===== config.mk =====
export PLATFORM = sky130hd
export DESIGN_NAME = blur_stream
export DESIGN_NICKNAME = d
export VERILOG_FILES = /design/src/rtl/blur_pkg.sv /design/src/rtl/blur_avg3.sv /design/src/rtl/blur_window.sv /design/src/rtl/blur_frame_ctr.sv /design/src/rtl/blur_stream.sv
export SDC_FILE = /design/constraint.sdc
export NUM_CORES = 1
export LEC_CHECK = 0
export ABC_AREA = 1
export BUFFER_PORTS_ARGS = -buffer_cell sky130_fd_sc_hd__clkbuf_2
export CORE_UTILIZATION = 35
export CTS_CLUSTER_SIZE = 28
export DETAILED_ROUTE_END_ITERATION = 12
export GPL_TIMING_DRIVEN = 0
export HOLD_SLACK_MARGIN = 0.1
export SYNTH_ARGS = -nofsm -noshare
export SYNTH_HDL_FRONTEND = slang
export SYNTH_SLANG_ARGS = --single-unit

===== constraint.sdc =====
create_clock -name clk_i -period 11.1 [get_ports clk_i]
set_clock_uncertainty 0.2 [all_clocks]
set_input_delay 0 -clock clk_i [delete_from_list [all_inputs] [get_ports clk_i]]
set_output_delay 0 -clock clk_i [all_outputs]
set_load 0.005 [all_outputs]

===== src/rtl/blur_pkg.sv =====
package blur_pkg;
  function automatic int unsigned beats_per_frame(int unsigned w, int unsigned h,
                                                  int unsigned lanes);
    return (w * h) / lanes;
  endfunction
endpackage


===== src/rtl/blur_avg3.sv =====
module blur_avg3 #(
  parameter int unsigned PIX_W = 8
) (
  input  logic [PIX_W-1:0] a_i,
  input  logic [PIX_W-1:0] b_i,
  input  logic [PIX_W-1:0] c_i,
  output logic [PIX_W-1:0] avg_o
);
  localparam int unsigned SUM_W = PIX_W + 2;

  logic [SUM_W-1:0] sum;
  logic [SUM_W-1:0] quo;

  always_comb begin
    sum   = SUM_W'(a_i) + SUM_W'(b_i) + SUM_W'(c_i);
    quo   = sum / SUM_W'(3);
    avg_o = quo[PIX_W-1:0];
  end
endmodule


===== src/rtl/blur_window.sv =====
module blur_window #(
  parameter int unsigned PIX_W = 8,
  parameter int unsigned LANES = 1
) (
  input  logic                         clk_i,
  input  logic                         rst_ni,
  input  logic                         valid_i,
  input  logic                         clear_i,
  input  logic [LANES*PIX_W-1:0]       lanes_i,
  output logic [(LANES+2)*PIX_W-1:0]   win_o
);
  logic [PIX_W-1:0] h_old_q, h_new_q;
  logic [PIX_W-1:0] win [LANES+2];

  assign win[0] = h_old_q;
  assign win[1] = h_new_q;
  for (genvar k = 0; k < LANES; k++) begin : g_lane
    assign win[k+2] = lanes_i[k*PIX_W +: PIX_W];
  end
  for (genvar k = 0; k < LANES + 2; k++) begin : g_flat
    assign win_o[k*PIX_W +: PIX_W] = win[k];
  end

  // history spans beats: the two newest pixels of this beat
  always_ff @(posedge clk_i or negedge rst_ni) begin
    if (!rst_ni) begin
      h_old_q <= '0;
      h_new_q <= '0;
    end else if (valid_i) begin
      if (clear_i) begin
        h_old_q <= '0;
        h_new_q <= '0;
      end else begin
        h_old_q <= win[LANES];
        h_new_q <= win[LANES+1];
      end
    end
  end

  a_r8_hist_cleared: assert property (@(posedge clk_i) disable iff (!rst_ni)
    (valid_i && clear_i) |=> (h_old_q == '0 && h_new_q == '0));

  a_r6_hist_hold: assert property (@(posedge clk_i) disable iff (!rst_ni)
    !valid_i |=> ($stable(h_old_q) && $stable(h_new_q)));
endmodule


===== src/rtl/blur_frame_ctr.sv =====
module blur_frame_ctr #(
  parameter int unsigned BEATS = 16
) (
  input  logic clk_i,
  input  logic rst_ni,
  input  logic valid_i,
  output logic last_o
);
  localparam int unsigned CNT_W = (BEATS > 1) ? $clog2(BEATS) : 1;
  localparam logic [CNT_W-1:0] CNT_MAX = CNT_W'(BEATS - 1);

  logic [CNT_W-1:0] cnt_q;

  assign last_o = (cnt_q == CNT_MAX);

  always_ff @(posedge clk_i or negedge rst_ni) begin
    if (!rst_ni)      cnt_q <= '0;
    else if (valid_i) cnt_q <= last_o ? '0 : cnt_q + 1'b1;
  end

  a_r7_cnt_range: assert property (@(posedge clk_i) disable iff (!rst_ni)
    cnt_q <= CNT_MAX);

  a_r6_cnt_hold: assert property (@(posedge clk_i) disable iff (!rst_ni)
    !valid_i |=> $stable(cnt_q));
endmodule


===== src/rtl/blur_stream.sv =====
module blur_stream
  import blur_pkg::*;
#(
  parameter int unsigned PIX_W   = 8,
  parameter int unsigned LANES   = 1,
  parameter int unsigned FRAME_W = 2560,
  parameter int unsigned FRAME_H = 1440
) (
  input  logic                   clk_i,
  input  logic                   rst_ni,
  input  logic                   in_valid_i,
  input  logic [LANES*PIX_W-1:0] in_data_i,
  output logic                   out_valid_o,
  output logic [LANES*PIX_W-1:0] out_data_o,
  output logic                   out_last_o
);
  localparam int unsigned BEATS = beats_per_frame(FRAME_W, FRAME_H, LANES);

  if (!(LANES == 1 || LANES == 2)) begin : g_bad_lanes
    $error("LANES must be 1 or 2");
  end

  logic                         frame_last;
  logic [(LANES+2)*PIX_W-1:0]   win;
  logic [LANES*PIX_W-1:0]       avg;

  blur_frame_ctr #(.BEATS(BEATS)) u_ctr (
    .clk_i   (clk_i),
    .rst_ni  (rst_ni),
    .valid_i (in_valid_i),
    .last_o  (frame_last)
  );

  blur_window #(.PIX_W(PIX_W), .LANES(LANES)) u_win (
    .clk_i   (clk_i),
    .rst_ni  (rst_ni),
    .valid_i (in_valid_i),
    .clear_i (frame_last),
    .lanes_i (in_data_i),
    .win_o   (win)
  );

  // lane k window: positions k, k+1, k+2 of {h_old, h_new, lanes}
  for (genvar k = 0; k < LANES; k++) begin : g_avg
    blur_avg3 #(.PIX_W(PIX_W)) u_avg (
      .a_i   (win[k*PIX_W +: PIX_W]),
      .b_i   (win[(k+1)*PIX_W +: PIX_W]),
      .c_i   (win[(k+2)*PIX_W +: PIX_W]),
      .avg_o (avg[k*PIX_W +: PIX_W])
    );
  end

  always_ff @(posedge clk_i or negedge rst_ni) begin
    if (!rst_ni) begin
      out_valid_o <= 1'b0;
      out_last_o  <= 1'b0;
      out_data_o  <= '0;
    end else begin
      out_valid_o <= in_valid_i;
      out_last_o  <= in_valid_i && frame_last;
      if (in_valid_i) out_data_o <= avg;
    end
  end

  a_r5_valid_follows: assert property (@(posedge clk_i) disable iff (!rst_ni)
    in_valid_i |=> out_valid_o);

  a_r5_idle_follows: assert property (@(posedge clk_i) disable iff (!rst_ni)
    !in_valid_i |=> !out_valid_o);

  a_r7_last_with_valid: assert property (@(posedge clk_i) disable iff (!rst_ni)
    out_last_o |-> out_valid_o);

  a_r6_data_hold: assert property (@(posedge clk_i) disable iff (!rst_ni)
    !out_valid_o |=> (out_valid_o || $stable(out_data_o)));
endmodule


---- Yosys cells after proc, flatten, opt, wreduce, memory -nomap -nowiden ----
Index checks and enable logic that the tools add are counted.
storage, ports and cells
  bits in registers ....................... 48
  bits in latches ......................... 0
  RAM bits ................................ 0
  memory bits (read-only) ................. 0
  bits of input ports ..................... 11
  output and inout port bits .............. 10
  logic and storage cells ................. 15
  memories kept ........................... 0
cells by class
  add/sub/neg operators ................... 3
  $mul .................................... 0
  divide/modulo/power cells ............... 1
  magnitude comparators ................... 0
  equal/unequal tests ..................... 1
  shift operators ......................... 0
  multiplexer cells ....................... 3
  bitwise logic cells ..................... 0
  reductions and logical operators ........ 1
operators by type and width
  cell                     count
  $add A22 B1 Y22 const B  1
  $eq A22 B22 Y1 const B   1
  $mux W22                 1
  $mux W8                  2
  $add A10 B8 Y10          1
  $div A10 B2 Y10 const B  1
  $add A8 B8 Y9            1
  $logic_and A1 B1 Y1      1

---- Logic depth before layout (Yosys ltp) ----
  depth after elaboration ................. 3
  mapped depth ............................ 43
  gate-level depth less buffers ........... 43

---- Cells and area by module ----
Synthesis repeated with hierarchy kept, for this count alone.
second synthesis, totals
  cells, all modules ...................... 475
  area, all modules ....................... 3,465.8 µm²
modules (own cells, without submodules)
  module          instances  cells an instance  area each (µm²)  sequential area each (µm²)
  blur_frame_ctr  1          191                1,351.3          550.5
  blur_avg3       1          168                1,042.2          0.0
  blur_window     1          78                 709.4            400.4
  blur_stream     1          38                 362.8            250.2

---- Least setup slack after synthesis ----
Ideal clock, no wire load.
  path kind ............................... register to register
  start ................................... reg u_win.h_new_q[2]
  end ..................................... reg out_data_o[0]
  library setup time ...................... 117 ps
  arrival time ............................ 4,202 ps
  required time ........................... 10,783 ps
  path slack .............................. 6,582 ps
  stages on the path, launching flop included .. 40
  path buffers ............................ 0
  period minus slack after synthesis ...... 4,518 ps
  cells stage by stage .................... dfrtp_1 > ha_1 > a21oi_1 > nand2_1 > a21oi_1 > o21bai_1 > nand2_1 > nand2_1 > a21oi_1 > xnor2_1 > ha_1 > a21oi_1 > nand2_1 > a21oi_1 > nand2_1 > nand2_1 > nand3_1 > nand2_2 > [... 4 more ...] > nand2_1 > nand2_1 > o21ai_2 > nand2_2 > inv_1 > o21ai_2 > nand2_1 > a21oi_1 > nor2_1 > ha_1 > a21oi_2 > nand2_1 > nand2_1 > nand2_1 > nor2_1 > nand2_1 > nand2_1 > nand2_1
on the way
  cells in the longest elaborated chain, start to end .. 3
RTL lines
  what                    line               text
  start, declared         blur_window.sv:12  logic [PIX_W-1:0] h_old_q, h_new_q;
  start signal, assigned  blur_window.sv:35  h_new_q <= win[LANES+1];
  $add A8 B8 Y9           blur_avg3.sv:15    sum = SUM_W'(a_i) + SUM_W'(b_i) + SUM_W'(c_i);
  $add A10 B8 Y10         blur_avg3.sv:15
  $div A10 B2 Y10         blur_avg3.sv:16    quo = sum / SUM_W'(3);
  end signal, assigned    blur_stream.sv:61  if (in_valid_i) out_data_o <= avg;
  end, declared           blur_stream.sv:14  output logic [LANES*PIX_W-1:0] out_data_o,
Every way passes these cells.
A chain may end at the register's enable or synchronous reset.

---- Worst setup path after layout ----
  start ................................... reg u_win.h_old_q[0]
  end ..................................... reg out_data_o[0]
on the way
  cells in the longest elaborated chain, start to end .. 3
RTL lines
  what                    line               text
  start, declared         blur_window.sv:12
  start signal, assigned  blur_window.sv:34  h_old_q <= win[LANES];
  $add A8 B8 Y9           blur_avg3.sv:15
  $add A10 B8 Y10         blur_avg3.sv:15
  $div A10 B2 Y10         blur_avg3.sv:16
Every way passes these cells.

==> reports/results.ini <==
[power]
ir_worst_vdd_uv = 187
clkPwrFrac_pct = 11.7
p_sw_share_pct = 48.7
p_per_area_nw_per_um2 = 263
power.switching_uw = 457
p_leak_nw = 1.87
p_comb_share_pct = 64.1
internal-power_uw = 482
power_uw = 939
p_seq_share_pct = 24.2

[synthesis]
synth_edf_count = 0
synthTopCellsByArea = dfrtp_1, nand2_1, inv_1, ha_1, a21oi_1
synth.most_common_cell = nand2_1
syn_avg_cell_area_um2 = 7.70
synth-seq-cells = 48
synth_flop_cell = dfrtp_1
yosysTopAreaCell = dfrtp_1
yosysSeqAreaShare_pct = 38.6
syn-num-nets = 436
synth_commonest_cells = nand2_1, inv_1, dfrtp_1
synth_top_cell_area_share_pct = 38.6
synth_area_um2 = 3110
ys_types = 33
synth_cells = 404
async_reset_ff_share_pct = 100
synth_warnings = 0

[clock_tree]
cts_tree = done
htreeDepth = 2
clkLatencyLatePin_ns = 0.30
cts_max_path_buffers = 2
cts-root-buf = clkbuf_8
cts_resized = 0
clkTransAtPathRegs_ns = 0.10
cts_buffers = 5
clock-sinks = 48

[routing]
wl_um = 6390
ant_nets = 0
viasPerCell = 4.78
drt_iter0_drc = 94
first_pass_iters = 4
vias = 2634
wl_per_cell_um = 11.6
remaining_drc_errors = 0

[floorplanning]
io_pins = 21
die_x_um = 96.3
start_util_pct = 35.8
num_rows = 34
coreArea_um2 = 8680
die_h_um = 96.3
dieArea_um2 = 9270

[sta]
setup_viol = 0
worst_slew_pin_slew_ns = 0.686
hold_viol_final = 0
fmax_mhz = 195
finalCritPeriodShare_pct = 46.2
rsz0062_at_grt = no
fin_crit_ns = 5.12
max_slew_margin_pct = 53.9
slew_violations = 0
tns_ns = 0

[global_routing]
grt_overflow = 0
grt_pass1_vias = 2677
grt_pass1_wl_um = 11800
grt_start_max_net_pins = 49
antenna_found_initial = 0
grt_usage_pct = 16.2

[final_layout]
final_layout_size_suffix_gt1_share_pct = 13.5
nets = 475
antennaDiodeCount = 0
stdcell_count = 551
syn2layout_area_growth_pct = 14.7

[critical_path]
critPathArrivalTime_ns = 5.13
cp_max_fo = 5
required_ns = 11.11
cpMostUsedCell = nand2_1
timing.critical_path.slowest_stage_cell = fa_1
cp-start-kind = register
cp-end-kind = register
crit_type = reg2reg
slowest_delay_ns = 0.39

[place]
dp.final_hpwl_um = 4820
post-place-cells = 532
portBuffers = 20
globalplace.congestion = 0.863

[flow_run]
maxCapViolations = 0

[worst_hold_path]
hp-class = in2reg

[outcome]
status = completed

## cells by family after synthesis
group / count (synthesis) / share of synthesized area [%]
buffers and inverters: 75 / 9.09
XOR/XNOR: 16 / 4.51
AO/OA/AOI/OAI: 74 / 14.3
AND/OR/NAND/NOR: 169 / 24.2
multiplexers: 1 / 0.322
adder cells (fa/ha/maj): 21 / 8.93
flip-flops: 48 / 38.6
## worst max-delay path, delay by kind of cell, from the launching register on
kind / cells / cell delay [ns]
AO/OA/AOI/OAI: 6 / 0.78
XOR/XNOR: 1 / 0.27
flip-flops: 1 / 0.37
adder cells (fa/ha/maj): 4 / 1.11
AND/OR/NAND/NOR: 25 / 2.12
buffers and inverters: 3 / 0.17
## layer usage
| metal | share of wire, % | routed length [µm] | vias to the layer above | global-route usage [%] |
|---|---|---|---|---|
| met1 | 47 | 3030 | 1213 | 19.8 |
| met5 | 0 | 0 | - | 0 |
| met3 | 2.4 | 156 | 7 | 2.84 |
| met2 | 50 | 3170 | 28 | 29.2 |
| met4 | 0.56 | 36 | 0 | 4.10 |
| li1 | - | - | 1386 | - |
## worst paths after layout
kind                                                   start                            to  slack, ns  depth (start not counted)
worst max-delay path            u_win.h_old_q[0]$_DFFE_PN0P_     out_data_o[0]$_DFFE_PN0P_       5.98                         39
worst min-delay path                              in_valid_i         out_valid_o$_DFF_PN0_       0.17                          2
worst max register to register  u_win.h_old_q[0]$_DFFE_PN0P_     out_data_o[0]$_DFFE_PN0P_       5.98                         39
worst min register to register     out_data_o[2]$_DFFE_PN0P_     out_data_o[2]$_DFFE_PN0P_       0.30                          1
max in group asynchronous                             rst_ni  u_win.h_old_q[6]$_DFFE_PN0P_       9.71                          4
min in group asynchronous                             rst_ni          out_last_o$_DFF_PN0_       0.47                          3
## sequential cells by signal, indices dropped and copies added (netlist names)
register       count
out_data_o         8
u_win.h_new_q      8
out_valid_o        1
out_last_o         1
u_win.h_old_q      8
u_ctr.cnt_q       22
## timing repair
item,in CTS,in global routing
endpoints found under the hold margin,60,14
hold buffers,10,1
buffers inserted,0,0
## through the flow
stage | cell area [µm²] | hold slack, ns | worst slack, ns | util (%)
2_1_floorplan | 3110 | -0.496 | 6.58 | -
3_3_place_gp | 3350 | -0.0782 | 6.14 | 38.6
6_report | 3570 | 0.170 | 5.98 | 41.1
3_5_place_dp | 3350 | -0.0746 | 6.02 | 38.6
5_1_grt | 3570 | 0.170 | 5.23 | 41.1
4_1_cts | 3540 | 0.141 | 5.96 | 40.8
## power by group through the flow
stage | registers, mW | logic, mW | clock network (mW)
finish | 0.228 | 0.602 | 0.110
detailed placement | 0.232 | 0.599 | 0
CTS | 0.228 | 0.606 | 0.114
global route | 0.233 | 0.709 | 0.120
global placement | 0.231 | 0.590 | 0
floorplan | 0.229 | 0.496 | 0
## layout by cell type (no fill, tap or decap), types with 2 or more instances in the layout
master          n
ha_1           19
nand2_1        92
nand3_1        15
xnor2_1         7
clkbuf_1        4
nand3b_1        2
nand3_2         4
clkbuf_2       19
nor3_1          8
o22ai_1        12
inv_2           3
nand2_2        11
a21oi_2         3
inv_1          67
buf_2           2
clkbuf_8        6
o21ai_0        14
fa_1            2
dfrtp_1        48
o21ai_2         7
a31oi_1         9
nor2_1         26
nand4_1         6
dlygate4sd3_1  11
nor3b_1         2
xor2_1          9
a21oi_1        24
## final cells by class
class / count / area, µm²
fillers: 902 / 5110
plain buffers: 5 / 20.0
inverters: 70 / 263
well taps: 108 / 135
repair buffers: 32 / 230
clock inverters: 1 / 8.76
flip-flops and latches: 48 / 1200
multi-input cells: 281 / 1630
clock buffers: 6 / 82.6
Power figures use the tool's default switching activity.
